### src/rtl/spi_fifo_pair_pkg.sv
package spi_fifo_pair_pkg;
  parameter int WORD_W = 32;
  parameter int BYTES_PER_WORD = WORD_W / 8;
  parameter int THR_W = 3;
  typedef logic [WORD_W-1:0] word_t;
  typedef logic [THR_W-1:0] thr_t;
endpackage

### src/rtl/spi_word_fifo.sv
module spi_word_fifo #(
  parameter int DEPTH = 2,
  parameter int WIDTH = 32,
  localparam int PTR_W = (DEPTH > 1) ? $clog2(DEPTH) : 1,
  localparam int CNT_W = $clog2(DEPTH + 1)
) (
  input  logic             clk,
  input  logic             rst_n,
  input  logic             flush,
  input  logic             push,
  input  logic [WIDTH-1:0] push_data,
  input  logic             pop,
  output logic [WIDTH-1:0] head_data,
  output logic [CNT_W-1:0] count,
  output logic             full,
  output logic             empty,
  output logic             pop_ack,
  output logic             ovf,
  output logic             unf
);
  logic [WIDTH-1:0] mem [DEPTH];
  logic [PTR_W-1:0] wr_ptr, rd_ptr;
  logic             push_ack;

  assign full     = (count == CNT_W'(DEPTH));
  assign empty    = (count == '0);
  assign push_ack = push && !full && !flush;
  assign pop_ack  = pop && !empty && !flush;
  assign head_data = mem[rd_ptr];

  function automatic logic [PTR_W-1:0] nxt(input logic [PTR_W-1:0] p);
    return (p == PTR_W'(DEPTH - 1)) ? '0 : p + 1'b1;
  endfunction

  always_ff @(posedge clk) begin
    if (push_ack) mem[wr_ptr] <= push_data;
  end

  always_ff @(posedge clk or negedge rst_n) begin
    if (!rst_n) begin
      wr_ptr <= '0;
      rd_ptr <= '0;
      count  <= '0;
      ovf    <= 1'b0;
      unf    <= 1'b0;
    end else if (flush) begin
      wr_ptr <= '0;
      rd_ptr <= '0;
      count  <= '0;
      ovf    <= 1'b0;
      unf    <= 1'b0;
    end else begin
      if (push_ack) wr_ptr <= nxt(wr_ptr);
      if (pop_ack)  rd_ptr <= nxt(rd_ptr);
      count <= count + CNT_W'(push_ack) - CNT_W'(pop_ack);
      if (push && full) ovf <= 1'b1;
      if (pop && empty) unf <= 1'b1;
    end
  end

  AST_FULL_PUSH_DROPPED: assert property (@(posedge clk) disable iff (!rst_n)
    (!flush && full && push && !pop) |=> (full && ovf));
  AST_OVF_STICKY: assert property (@(posedge clk) disable iff (!rst_n)
    (ovf && !flush) |=> ovf);
  AST_EMPTY_POP_NO_EFFECT: assert property (@(posedge clk) disable iff (!rst_n)
    (!flush && empty && pop && !push) |=> (empty && unf));
  AST_FLUSH_CLEARS_ALL: assert property (@(posedge clk) disable iff (!rst_n)
    flush |=> (empty && !ovf && !unf));
endmodule

### src/rtl/spi_fill_flag.sv
module spi_fill_flag #(
  parameter int DEPTH = 2,
  parameter int BPW = 4,
  parameter int THR_W = 3,
  parameter bit COUNT_FREE = 1'b0,
  localparam int CNT_W = $clog2(DEPTH + 1),
  localparam int BYTE_W = $clog2(DEPTH * BPW + 1),
  localparam int CMP_W = (BYTE_W > THR_W) ? BYTE_W : THR_W
) (
  input  logic [CNT_W-1:0] count,
  input  logic [THR_W-1:0] thr,
  output logic             rdy
);
  logic [CMP_W-1:0] bytes;

  generate
    if (COUNT_FREE) begin : g_free
      assign bytes = CMP_W'(DEPTH * BPW) - CMP_W'(count) * CMP_W'(BPW);
    end else begin : g_held
      assign bytes = CMP_W'(count) * CMP_W'(BPW);
    end
  endgenerate

  assign rdy = (bytes > CMP_W'(thr));
endmodule

### src/rtl/spi_flush_ctrl.sv
module spi_flush_ctrl (
  input  logic clk,
  input  logic rst_n,
  input  logic flush_req,
  output logic busy
);
  always_ff @(posedge clk or negedge rst_n) begin
    if (!rst_n) busy <= 1'b0;
    else        busy <= flush_req;
  end

  AST_FLUSH_SELF_CLEAR: assert property (@(posedge clk) disable iff (!rst_n)
    (busy && !flush_req) |=> !busy);
  AST_FLUSH_FOLLOWS_REQ: assert property (@(posedge clk) disable iff (!rst_n)
    flush_req |=> busy);
endmodule

### src/rtl/spi_fifo_pair.sv
module spi_fifo_pair
  import spi_fifo_pair_pkg::*;
#(
  parameter int TX_DEPTH = 2,
  parameter int RX_DEPTH = 2,
  localparam int TX_CNT_W = $clog2(TX_DEPTH + 1),
  localparam int RX_CNT_W = $clog2(RX_DEPTH + 1)
) (
  input  logic              clk,
  input  logic              rst_n,
  input  logic [THR_W-1:0]  tx_thresh,
  input  logic [THR_W-1:0]  rx_thresh,
  input  logic              flush_req,
  output logic              flush_busy,
  input  logic              host_tx_push,
  input  logic [WORD_W-1:0] host_tx_data,
  input  logic              host_rx_pop,
  output logic [WORD_W-1:0] host_rx_data,
  output logic              eng_tx_valid,
  input  logic              eng_tx_ready,
  output logic [WORD_W-1:0] eng_tx_data,
  input  logic              eng_rx_valid,
  output logic              eng_rx_ready,
  input  logic [WORD_W-1:0] eng_rx_data,
  output logic              tx_full,
  output logic              tx_empty,
  output logic              tx_overflow,
  output logic              tx_underflow,
  output logic              tx_ready,
  output logic              rx_full,
  output logic              rx_empty,
  output logic              rx_overflow,
  output logic              rx_underflow,
  output logic              rx_ready
);
  logic [TX_CNT_W-1:0] tx_count;
  logic [RX_CNT_W-1:0] rx_count;
  logic                tx_pop_ack, rx_pop_ack;
  word_t               rx_head;

  spi_flush_ctrl u_flush (
    .clk(clk), .rst_n(rst_n), .flush_req(flush_req), .busy(flush_busy)
  );

  spi_word_fifo #(.DEPTH(TX_DEPTH), .WIDTH(WORD_W)) u_tx_fifo (
    .clk(clk), .rst_n(rst_n), .flush(flush_busy),
    .push(host_tx_push), .push_data(host_tx_data),
    .pop(eng_tx_ready), .head_data(eng_tx_data),
    .count(tx_count), .full(tx_full), .empty(tx_empty),
    .pop_ack(tx_pop_ack), .ovf(tx_overflow), .unf(tx_underflow)
  );

  spi_word_fifo #(.DEPTH(RX_DEPTH), .WIDTH(WORD_W)) u_rx_fifo (
    .clk(clk), .rst_n(rst_n), .flush(flush_busy),
    .push(eng_rx_valid), .push_data(eng_rx_data),
    .pop(host_rx_pop), .head_data(rx_head),
    .count(rx_count), .full(rx_full), .empty(rx_empty),
    .pop_ack(rx_pop_ack), .ovf(rx_overflow), .unf(rx_underflow)
  );

  spi_fill_flag #(.DEPTH(TX_DEPTH), .BPW(BYTES_PER_WORD), .THR_W(THR_W),
                  .COUNT_FREE(1'b1)) u_tx_flag (
    .count(tx_count), .thr(tx_thresh), .rdy(tx_ready)
  );

  spi_fill_flag #(.DEPTH(RX_DEPTH), .BPW(BYTES_PER_WORD), .THR_W(THR_W),
                  .COUNT_FREE(1'b0)) u_rx_flag (
    .count(rx_count), .thr(rx_thresh), .rdy(rx_ready)
  );

  assign eng_tx_valid = !tx_empty && !flush_busy;
  assign eng_rx_ready = !rx_full && !flush_busy;

  always_ff @(posedge clk or negedge rst_n) begin
    if (!rst_n)          host_rx_data <= '0;
    else if (rx_pop_ack) host_rx_data <= rx_head;
  end

  AST_RX_DATA_HOLD_ON_UNDERFLOW: assert property (@(posedge clk) disable iff (!rst_n)
    (host_rx_pop && rx_empty) |=> $stable(host_rx_data));
  AST_TX_TAKE_SHRINKS: assert property (@(posedge clk) disable iff (!rst_n)
    (eng_tx_valid && eng_tx_ready && !host_tx_push) |=> !tx_full);
endmodule

### config.mk
export PLATFORM = sky130hd
export DESIGN_NAME = spi_fifo_pair
export DESIGN_NICKNAME = d
export VERILOG_FILES = /design/src/rtl/spi_fifo_pair_pkg.sv /design/src/rtl/spi_word_fifo.sv /design/src/rtl/spi_fill_flag.sv /design/src/rtl/spi_flush_ctrl.sv /design/src/rtl/spi_fifo_pair.sv
export SDC_FILE = /design/constraint.sdc
export NUM_CORES = 1
export LEC_CHECK = 0
export BUFFER_PORTS_ARGS = -buffer_cell sky130_fd_sc_hd__buf_2
export CAP_MARGIN = 0
export CORE_UTILIZATION = 51
export CTS_BUF_LIST = sky130_fd_sc_hd__clkbuf_4
export CTS_CLUSTER_DIAMETER = 80
export DETAILED_ROUTE_END_ITERATION = 6
export PLACE_DENSITY = 0.83
export SLEW_MARGIN = 20
export SYNTH_ARGS = -nofsm -noshare
export SYNTH_HDL_FRONTEND = slang
export SYNTH_HIERARCHICAL = 1
export SYNTH_SLANG_ARGS = --single-unit
### constraint.sdc
create_clock -name clk -period 2.7 [get_ports clk]
set_input_delay 0.54 -clock clk [delete_from_list [all_inputs] [get_ports clk]]
set_output_delay 0.54 -clock clk [all_outputs]
set_load 0.01 [all_outputs]
# Word level (Yosys, flattened, before mapping)
# Memories as Yosys holds them, arrays and structs flattened. A register that Yosys moved wholly into a read port is not among the register bits.
# Index checks and enable logic that the tools add are counted.
[totals]
memories = 2
inputBits = 77
ram_bits = 128
register_bits = 13
[classes]
reduce_logical = 30
add_sub_neg = 9
n_eq_ne = 2
magnitude_cmp = 2
mux = 26
[memory_table]
columns = ["memory", "words", "word_bits", "rd", "rd_ports_with_merged_regs", "write_ports", "line_no", "source"]
rows = [
  ["u_rx_fifo.mem", 2, 32, 1, 1, 1, "spi_word_fifo.sv:21", "logic [WIDTH-1:0] mem [DEPTH];"],
  ["u_tx_fifo.mem", 2, 32, 1, 0, 1, "spi_word_fifo.sv:21", ""],
]
[op_table]
columns = ["operator", "n"]
rows = [
  ["1-bit two-way mux", 24],
  ["2-bit nonzero test", 8],
  ["1-bit logical AND", 14],
  ["4-bit by 3-bit > comparator with 1-bit output", 2],
  ["1-bit zero test", 6],
  ["1-bit adder (second input constant)", 4],
  ["2-bit by 1-bit adder with 2-bit output", 2],
  ["2-bit == test (second input constant)", 2],
  ["2-bit zero test", 2],
  ["2-bit two-way mux", 2],
  ["2-bit by 1-bit subtractor with 2-bit output", 2],
  ["4-bit subtractor (first input constant)", 1],
]

# Logic depth before layout (Yosys ltp)
[depth]
word_depth = 7
depth_mapped = 8

# By module
# Netlist, hierarchy kept.
[by_module_without_submodules]
columns = ["module", "n_inst", "seq_area_each_um2", "area_per_inst_um2", "cells_per_inst"]
rows = [
  ["spi_word_fifo", 2, 2072.0, 2757.6, 131],
  ["spi_fifo_pair", 1, 800.8, 1352.5, 70],
  ["spi_fill_flag (u_tx_flag)", 1, 0.0, 46.3, 6],
  ["spi_fill_flag (u_rx_flag)", 1, 0.0, 38.8, 5],
  ["spi_flush_ctrl", 1, 25.0, 25.0, 1],
]

# Worst setup path after synthesis
# Ideal clock, no wire load.
[synth_timing]
kind = "register to register"
start = "reg u_flush.busy"
end = "mem u_rx_fifo.mem[0][0], enable pin"
arrival_time_ns = 2.204
setup_ns = 0.421
path_stages_with_launch = 3
path_buffers = 0
synth_period_minus_slack_ns = 2.625
path_slack_ns = 0.075
cell_sequence = "dfrtp_1 -> nand3b_1 -> nor2_1"
[synth_between]
elab_chain_cells = 4
[synth_rtl]
columns = ["element", "line_no", "source"]
rows = [
  ["from (decl)", "spi_flush_ctrl.sv:5", "output logic busy"],
  ["from (signal assigned)", "spi_flush_ctrl.sv:9", "else busy <= flush_req;"],
  ["1-bit zero test", "spi_word_fifo.sv:27", "assign push_ack = push && !full && !flush;"],
  ["1-bit logical AND", "spi_word_fifo.sv:27", ""],
  ["1-bit two-way mux", "spi_word_fifo.sv:36", "if (push_ack) mem[wr_ptr] <= push_data;"],
  ["1-bit two-way mux (implied by the code)", "spi_word_fifo.sv:36", ""],
  ["to (decl)", "spi_word_fifo.sv:21", ""],
]
# No other way between the ends.

# Worst setup path after layout
[layout_timing]
start = "reg u_tx_fifo.rd_ptr"
end = "out eng_tx_data[19]"
[layout_between]
elab_chain_cells = 1
[layout_rtl]
columns = ["element", "line_no", "source"]
rows = [
  ["from (decl)", "spi_word_fifo.sv:22", "logic [PTR_W-1:0] wr_ptr, rd_ptr;"],
  ["from (signal assigned)", "spi_word_fifo.sv:54", "if (pop_ack) rd_ptr <= nxt(rd_ptr);"],
  ["memory read 2 x 32 bit", "--", ""],
  ["to (decl)", "spi_fifo_pair.sv:21", "output logic [WORD_W-1:0] eng_tx_data,"],
]
# No other way between the ends.

==> metrics <==
cells on worst reg2reg path 8; Starting Density 52.5%; H-Tree Depth 4; number of max-cap violations 0; sequential element share of the synthesized area 71.2%; cell taking the most area after synthesis edfxtp_1; DPL Wire Length 7860 microns; CP Capture Type primary output; P_leak 0.00340 uW; run status finished, final reports clean; later-pin clock latency in the skew report 0.55 ns; Mapped Nets 427; maximum VDD drop 581 uV; Setup TNS 0 ns; Setup Skew 0.0106 ns; largest net degree at the start of global routing 33; flop-to-flop setup slack 0.67 ns; top-level port count 154; Synth cell types 22; Max stage delay on crit path 0.55 ns; placed cell area 7890 sq um; Die Span X 119 microns; drt wl/cell 16.2 microns; RSZ-0062 raised after global routing false; share of the synthesized area in the top cell type 55.1%; Core Region 13300 sq um; placed cell count 671; Die ar. 14200 sq um; DR iter-0 viols 260; via count of the first global-routing pass 3651; share of cells above drive strength 1 56.0%; FF-to-FF End u_tx_fifo/count[1]; DRC 0; Slew @ Worst Pin 0.731 ns; GR Overflow Total 0; total CTS buffers 17; Req. time, crit path 2.16 ns; Worst EP arrival 1.86 ns; Hold/Removal Path Class input pin to async pin; Post-CTS Setup Inserts 0; R2R Path Start u_tx_fifo/count[0]; non-filler cells, final 703; Final Power 6400 uW; GRT Resource Usage Total 16.8%; Final nets 597; Finished Cell Area 8160 sq um; Mapped Area 6980 sq um; final setup vio count 0; Die Y 119 microns; crit-path max FO 26; post-route ant nets 0; Clock transition at path regs 0.12 ns; Final Hold Viols 0; switch share 26.8%; power density over the cells 785 nW/um^2; highest-count cells in the layout ignoring fill and taps buf_2, edfxtp_1, mux2_4, dfrtp_1, clkbuf_4; # hold bufs at CTS 0; Synth Area per Inst 20.3 sq um; FP Rows 42; Peak Freq 417 MHz; fin crit period 2.40 ns; Psw 1720 uW; Cells after Synth 344; ranking of synthesized cells by area edfxtp_1, mux2_4, dfrtp_1; port buffer count 153; synthesis-to-finish area growth 16.9%; vias 3497; number of vias per cell 4.97; GPL Wtd Cong 0.795; crit path cell chain buf_12 > mux2_2 > buf_2; ant diodes 0; power share of the clock group 21.4%; Slew Limit Fails 0; Yosys warning total 6; Clock Path Buffers 2; P_int 4680 uW; crit path launch type register; Clock Sinks 173; initial antenna violation count 1; Slowest-stage cell, CP dfrtp_2; routed wire length 11400 microns; 1st-pass router iterations 4; root buffer cell clkbuf_4; worst setup path start u_tx_fifo/rd_ptr; global-route wire length before repair 18000 microns; critical path class register to primary output; most common cell after layout, fill and taps aside buf_2; Seq cells post-synth 173; post-CTS sizing 0; Comb pwr share 24.2%; final worst path period share 88.8%; CTS tree done; Max-slew headroom 51.3%; part of the power in registers 54.3%
[Yosys cell counts]
| library cell | instances |
|---|---|
| and2_1 | 2 |
| o21bai_1 | 2 |
| mux2_4 | 88 |
| nand3b_1 | 2 |
| mux2_2 | 8 |
| nor4b_2 | 1 |
| nand2b_1 | 2 |
| a211oi_1 | 2 |
| nor3b_2 | 1 |
| a21oi_1 | 4 |
| nor2_1 | 20 |
| buf_12 | 9 |
| nor2b_1 | 2 |
| buf_6 | 3 |
| edfxtp_1 | 128 |
| inv_1 | 9 |
| nor3_1 | 2 |
| dfrtp_1 | 45 |
| ha_1 | 6 |
| xor2_1 | 5 |
| o21ai_1 | 1 |
| o21ai_0 | 2 |
[per-stage QoR]
stage          hold slack, ns  utilization [%]  worst slack [ns]
2_1_floorplan           0.244                -            0.0748
3_5_place_dp            0.477             59.3             0.670
4_1_cts                0.0212             61.3             0.232
6_report               0.0396             61.3             0.304
3_3_place_gp            0.469             59.3             0.788
5_1_grt                0.0457             61.3             0.195
[logic make-up after synthesis]
logic type | synth area share, %
AO/OA/AOI/OAI | 0.932
buffers and inverters | 3.55
XOR/XNOR | 0.628
flip-flops | 71.2
multiplexers | 20.2
AND/OR/NAND/NOR | 2.37
adder cells (fa/ha/maj) | 1.08
[state kept, by name, indices dropped and copies added, names as in the netlist]
register,cells
u_tx_fifo/mem,64
host_rx_data,32
u_tx_fifo/unf,1
u_rx_fifo/mem,64
u_rx_fifo/rd_ptr,1
u_rx_fifo/count,2
u_rx_fifo/ovf,1
u_tx_fifo/ovf,1
u_tx_fifo/count,2
u_flush/busy,1
u_rx_fifo/wr_ptr,1
u_rx_fifo/unf,1
u_tx_fifo/wr_ptr,1
u_tx_fifo/rd_ptr,1
[routing by layer]
metal | wire length, microns | track usage [%]
met1 | 4810 | 19.7
met2 | 5580 | 28.6
met3 | 808 | 5.84
met4 | 181 | 6.41
met5 | 14 | 0
[layout make-up]
cell class / count / area [sq um]
Multi-Input combinational cell: 150 / 1800
Inverter: 9 / 33.8
Sequential cell: 173 / 4970
Clock buffer: 19 / 143
Fill cell: 998 / 5140
Clock inverter: 13 / 124
Tap cell: 176 / 220
Timing Repair Buffer: 163 / 866
[power groups by stage]
stage	clock network, uW	registers (uW)	logic [uW]
after detailed placement	0	3530	1570
after global routing	1500	3520	1670
after CTS	1420	3480	1580
after global placement	0	3520	1530
after floorplan	0	3580	976
final	1370	3480	1550
[worst max path at each step]
stage                     cells past startpoint  slack (ns)                   to
after floorplan                               2        0.07  u_rx_fifo/mem[0][0]
after global placement                        8        0.79   u_rx_fifo/count[1]
after detailed placement                      8        0.67   u_tx_fifo/count[1]
after CTS                                     3        0.23      eng_tx_data[19]
after global routing                          3        0.19      eng_tx_data[19]
final                                         3        0.30      eng_tx_data[19]
[worst max-delay path, delay by kind of cell, from the launching register on]
kind | cells | cell delay [ns]
DFF | 1 | 0.55
buffers and inverters | 2 | 0.40
muxes | 1 | 0.36
(Power assumes the default switching activity.)
